[src/rtl/esu_pkg.sv]
// Shared types for the edge store unit.
// Assumes: nothing beyond standard SystemVerilog.
package esu_pkg;
    typedef enum logic {
        EDGE_BEGIN = 1'b0,
        EDGE_END   = 1'b1
    } edge_mode_e;
endpackage

[src/rtl/esu_lane_decode.sv]
// Combinational lane decoder. It works out the byte-enable mask, the lane
// data and the probe flag from the edge variant and the byte offset.
// Assumes: big-endian lanes, so lane 0 is the most significant byte and
// maps to be[BYTES-1].
module esu_lane_decode
    import esu_pkg::*;
#(
    parameter int DATA_W = 32,
    localparam int BYTES = DATA_W / 8,
    localparam int OFF_W = $clog2(BYTES)
) (
    input  edge_mode_e         mode,
    input  logic [OFF_W-1:0]   off,
    input  logic [DATA_W-1:0]  value,
    output logic [BYTES-1:0]   be,
    output logic [DATA_W-1:0]  data,
    output logic               probe
);
    // One lane slice per byte: enable by edge variant, data unshifted.
    for (genvar i = 0; i < BYTES; i++) begin : g_lane
        localparam int BIT = BYTES - 1 - i;
        logic en;
        assign en = (mode == EDGE_END) ? (OFF_W'(i) < off) : (OFF_W'(i) >= off);
        assign be[BIT] = en;
        assign data[BIT*8 +: 8] = en ? value[BIT*8 +: 8] : 8'h00;
    end

    // The aligned end case writes nothing, but still asks for a probe.
    assign probe = (mode == EDGE_END) && (off == '0);
endmodule

[src/rtl/esu_out_stage.sv]
// Output register stage. It holds one write beat per accepted request.
// Assumes: synchronous active-low reset. The enables and the probe are
// cleared on idle cycles, while address and data keep their last value.
module esu_out_stage #(
    parameter int ADDR_W = 32,
    parameter int DATA_W = 32,
    localparam int BYTES = DATA_W / 8
) (
    input  logic              clk,
    input  logic              rst_n,
    input  logic              in_valid,
    input  logic [ADDR_W-1:0] in_addr,
    input  logic [BYTES-1:0]  in_be,
    input  logic [DATA_W-1:0] in_data,
    input  logic              in_probe,
    output logic              out_valid,
    output logic [ADDR_W-1:0] out_addr,
    output logic [BYTES-1:0]  out_be,
    output logic [DATA_W-1:0] out_data,
    output logic              out_probe
);
    // Control flops: valid, enables and probe, cleared on reset and idle.
    always_ff @(posedge clk) begin
        if (!rst_n) begin
            out_valid <= 1'b0;
            out_be    <= '0;
            out_probe <= 1'b0;
        end else begin
            out_valid <= in_valid;
            out_be    <= in_valid ? in_be : '0;
            out_probe <= in_valid && in_probe;
        end
    end

    // Payload flops: address and data are loaded only with a request.
    always_ff @(posedge clk) begin
        if (!rst_n) begin
            out_addr <= '0;
            out_data <= '0;
        end else if (in_valid) begin
            out_addr <= in_addr;
            out_data <= in_data;
        end
    end
endmodule

[src/rtl/edge_store_unit.sv]
// Top of the edge store unit. It turns a begin or end partial-word store
// request into a single word-aligned, byte-masked write beat one cycle later.
// Assumes: one request per cycle at most and no back-pressure from memory.
module edge_store_unit
    import esu_pkg::*;
#(
    parameter int ADDR_W = 32,
    parameter int DATA_W = 32,
    localparam int BYTES = DATA_W / 8,
    localparam int OFF_W = $clog2(BYTES)
) (
    input  logic              clk,
    input  logic              rst_n,
    input  logic              req_valid,
    input  logic              req_end,
    input  logic [ADDR_W-1:0] req_addr,
    input  logic [DATA_W-1:0] req_value,
    output logic              wr_valid,
    output logic [ADDR_W-1:0] wr_addr,
    output logic [BYTES-1:0]  wr_be,
    output logic [DATA_W-1:0] wr_data,
    output logic              wr_probe
);
    edge_mode_e         mode;
    logic [OFF_W-1:0]   off;
    logic [ADDR_W-1:0]  word_addr;
    logic [BYTES-1:0]   dec_be;
    logic [DATA_W-1:0]  dec_data;
    logic               dec_probe;

    // Split the address into the offset inside the word and the word base.
    assign mode      = edge_mode_e'(req_end);
    assign off       = req_addr[OFF_W-1:0];
    assign word_addr = {req_addr[ADDR_W-1:OFF_W], {OFF_W{1'b0}}};

    esu_lane_decode #(.DATA_W(DATA_W)) u_dec (
        .mode  (mode),
        .off   (off),
        .value (req_value),
        .be    (dec_be),
        .data  (dec_data),
        .probe (dec_probe)
    );

    esu_out_stage #(.ADDR_W(ADDR_W), .DATA_W(DATA_W)) u_out (
        .clk       (clk),
        .rst_n     (rst_n),
        .in_valid  (req_valid),
        .in_addr   (word_addr),
        .in_be     (dec_be),
        .in_data   (dec_data),
        .in_probe  (dec_probe),
        .out_valid (wr_valid),
        .out_addr  (wr_addr),
        .out_be    (wr_be),
        .out_data  (wr_data),
        .out_probe (wr_probe)
    );

    // a request yields a beat on the next cycle.
    assert_beat_follows_req_R2: assert property (@(posedge clk) disable iff (!rst_n)
        req_valid |=> wr_valid);
    // no beat appears without a request.
    assert_no_spurious_beat_R2: assert property (@(posedge clk) disable iff (!rst_n)
        !req_valid |=> !wr_valid);
    // every beat is word aligned.
    assert_aligned_R3: assert property (@(posedge clk) disable iff (!rst_n)
        wr_valid |-> (wr_addr[OFF_W-1:0] == '0));
    // a begin request always writes the last byte of the word.
    assert_begin_last_lane_R4: assert property (@(posedge clk) disable iff (!rst_n)
        (req_valid && !req_end) |=> wr_be[0]);
    // an end request never writes the last byte of the word.
    assert_end_no_last_lane_R5: assert property (@(posedge clk) disable iff (!rst_n)
        (req_valid && req_end) |=> !wr_be[0]);
    // a probe carries an empty mask.
    assert_probe_empty_R7: assert property (@(posedge clk) disable iff (!rst_n)
        wr_probe |-> (wr_valid && wr_be == '0));
    // idle cycles carry no enables and no probe.
    assert_idle_quiet_R9: assert property (@(posedge clk) disable iff (!rst_n)
        !wr_valid |-> (wr_be == '0 && !wr_probe));
endmodule

[config.mk]
export PLATFORM = sky130hd
export DESIGN_NAME = edge_store_unit
export DESIGN_NICKNAME = d
export VERILOG_FILES = /design/src/rtl/esu_pkg.sv /design/src/rtl/esu_lane_decode.sv /design/src/rtl/esu_out_stage.sv /design/src/rtl/edge_store_unit.sv
export SDC_FILE = /design/constraint.sdc
export NUM_CORES = 1
export LEC_CHECK = 0
export CELL_PAD_IN_SITES_DETAIL_PLACEMENT = 1
export CELL_PAD_IN_SITES_GLOBAL_PLACEMENT = 1
export CORE_MARGIN = 8
export CORE_UTILIZATION = 45
export DETAILED_ROUTE_END_ITERATION = 10
export DONT_BUFFER_PORTS = 1
export GPL_TIMING_DRIVEN = 0
export PLACE_DENSITY = 0.82
export SLEW_MARGIN = 20
export SYNTH_ARGS = -nofsm -noshare
export SYNTH_HDL_FRONTEND = slang
export SYNTH_SLANG_ARGS = --single-unit
[constraint.sdc]
create_clock -name clk -period 1.3 [get_ports clk]
set_input_delay 0.13 -clock clk [delete_from_list [all_inputs] [get_ports clk]]
set_output_delay 0.13 -clock clk [all_outputs]
set_load 0.02 [all_outputs]
==> out/qor.yml <==
worstSetupStartpointType: "flip-flop"
drc_errors: 0
final_cells: 412
ys_seq_area_frac: 0.512
synth.area.top_cells: "dfxtp_1, mux2i_1, nor2b_1, o32ai_1, nand2b_1"
antenna_found_initial: 1
crit_type: "flip-flop to primary output"
synthCells: 260
worst_pin_slew_ns: 0.734
first_pass_iters: 4
nets: 401
fin_skew_ns: 0
dp_hpwl_um: 5360
netlist_area_um2: 2660
min_to: "u_out.out_data[17]$_SDFFE_PN0P_"
rsz0062_at_grt: "false"
status: "completed"
portBuffers: 0
min-delay-start: "rst_n"
routed_via_density: 5.28
critPathCaptureType: "primary output"
wl_per_cell_um: 21.5
place_inst: 336
ctsResizeCount: 0
cp_max_fo: 2
setup_violations: 0
async_reset_ff_frac: 0
num-fill-cells: 630
max_freq_mhz: 1060
hp-class: "input pin to flip-flop"
yosysMostFrequentCell: "dfxtp_1"
synth_seq_cells: 68
dieHeight_um: 92.8
slew_headroom: 0.509
cts_tree: "built"
synth-warning-count: 0
initial_utilization: 0.457
postCtsSetupBuffers: 0
maxSlewViolCount: 0
synth_edf_count: 0
yosysTopAreaCellShare: 0.512
area_growth_pct: 32.0
rows: 28
r2r_slack_ns: 0.44
hold_viol: 0
cts.htree.levels: 3
grt_first_pass_wirelength_um: 13800
clockBufferDepth: 2
synth_cell_types: 23
ff2ff_path_depth: 2
min_delay_path_depth: 2
io_pins: 138
r2r_start: "u_out.out_addr[24]$_SDFFE_PN0P_"
cp.required_ns: 1.17
finalCritPeriodShare: 0.724
insertion_delay_ns: 0.33
ys_top_cells_by_count: "dfxtp_1, mux2i_1, nor2b_1"
drt-initial-drc-count: 60
maxCapViolations: 0
place.gp.congestion: 0.693
grt_usage: 0.205
cts_root_buffer: "clkbuf_8"
power_leakage_uw: 0.00141
grt_pass1_vias: 2520
tns_ns: 0
powerDensity_nw_per_um2: 1240
core_region_area_um2: 5820
cts.sinks: 68
grt_max_degree: 11
cp-startpoint: "u_out.out_data[30]$_SDFFE_PN0P_"
finish.utilization: 0.603
die_area_um2: 8620
fp.dieW_um: 92.8
ant_nets: 0
grt-ovfl-total: 0
drive_gt1_frac: 0.0893
avgSynthCellArea_um2: 10.2
ir_worst_vdd_mv: 0.654
synth-main-ff-cell: "dfxtp_1"
cts_made_buffers: 9
synth_top_area_cell: "dfxtp_1"
routed_wl_um: 8850
dr_total_vias: 2174
r2r_end: "u_out.out_addr[24]$_SDFFE_PN0P_"
min_period_ns: 0.942
path_clk_slew_ns: 0.07
cp.arrival_ns: 0.81
## cells by family after synthesis
kind of cell	share of synthesized area
XOR/XNOR	0.00330
AO/OA/AOI/OAI	0.102
buffers and inverters	0.0829
AND/OR/NAND/NOR	0.180
adder cells (fa/ha/maj)	0.00471
multiplexers	0.113
other	0.00141
flip-flops	0.512
## cells in the final DEF, fill, tap and decap left out, drive strengths merged, types with 2 or more instances in the layout
| cell type | Yosys | layout |
|---|---|---|
| dfxtp | 68 | 68 |
| dlygate4sd3 | 0 | 60 |
| mux2i | 30 | 30 |
| nor2b | 30 | 30 |
| inv | 25 | 25 |
| clkbuf | 6 | 18 |
| nand2b | 17 | 17 |
| a21boi | 17 | 17 |
| nand3 | 16 | 16 |
| o32ai | 16 | 16 |
| buf | 16 | 16 |
| nand3b | 8 | 8 |
| nor2 | 3 | 3 |
| clkinv | 0 | 3 |
| and3 | 2 | 2 |
| conb | 1 | 2 |
## layout make-up
type,instances,area (um2),area share
flip-flops and latches,68,1360,0.388
multi-input cells,146,1080,0.308
repair buffers,60,601,0.171
clock buffers,12,135,0.0385
plain buffers,22,126,0.0360
inverters,25,93.8,0.0268
well taps,75,93.8,0.0268
clock inverters,3,15.0,0.00428
diodes,1,2.50,0.000714
## what timing repair did
action,in CTS,in global routing
endpoints found under the hold margin,59,1
endpoints found under the setup margin,0,0
hold buffers,59,1
## sequential cells by signal, summed over array words and instances, names as in the netlist
register         flops
u_out.out_addr      30
u_out.out_be         4
u_out.out_data      32
u_out.out_probe      1
u_out.out_valid      1
## through the flow
| step | hold WS (ns) | power (uW) | cell area, um2 | worst slack, ns |
|---|---|---|---|---|
| after floorplan | 0.288 | 2700 | 2660 | 0.349 |
| after global placement | 0.293 | 2780 | 2750 | 0.200 |
| after detailed placement | 0.297 | 2800 | 2750 | 0.107 |
| after CTS | 0.00400 | 4350 | 3490 | 0.346 |
| after global routing | 0.0125 | 4540 | 3510 | 0.311 |
| final | 0.00622 | 4340 | 3510 | 0.358 |
## worst max-delay path by stage
stage | end | slack [ns] | cells past startpoint
after floorplan | u_out.out_data[24]$_SDFFE_PN0P_ | 0.35 | 5
after global placement | u_out.out_data[29]$_SDFFE_PN0P_ | 0.20 | 5
after detailed placement | u_out.out_data[30]$_SDFFE_PN0P_ | 0.11 | 5
after CTS | wr_data[30] | 0.35 | 0
after global routing | wr_addr[8] | 0.31 | 0
final | wr_data[30] | 0.36 | 0
## report_power, final
part,switching (uW),internal [uW],total [uW]
logic,237,279,516
registers,215,2190,2410
clock network,746,675,1420
## per-layer routing
metal  up-vias  wire [um]  GRT usage
met5         -          0          0
met3        17       1010      0.103
met2       102       4480      0.359
met1      1049       3190      0.204
met4         0        167     0.0752
li1       1006          -          -
Power figures use the tool's default switching activity.
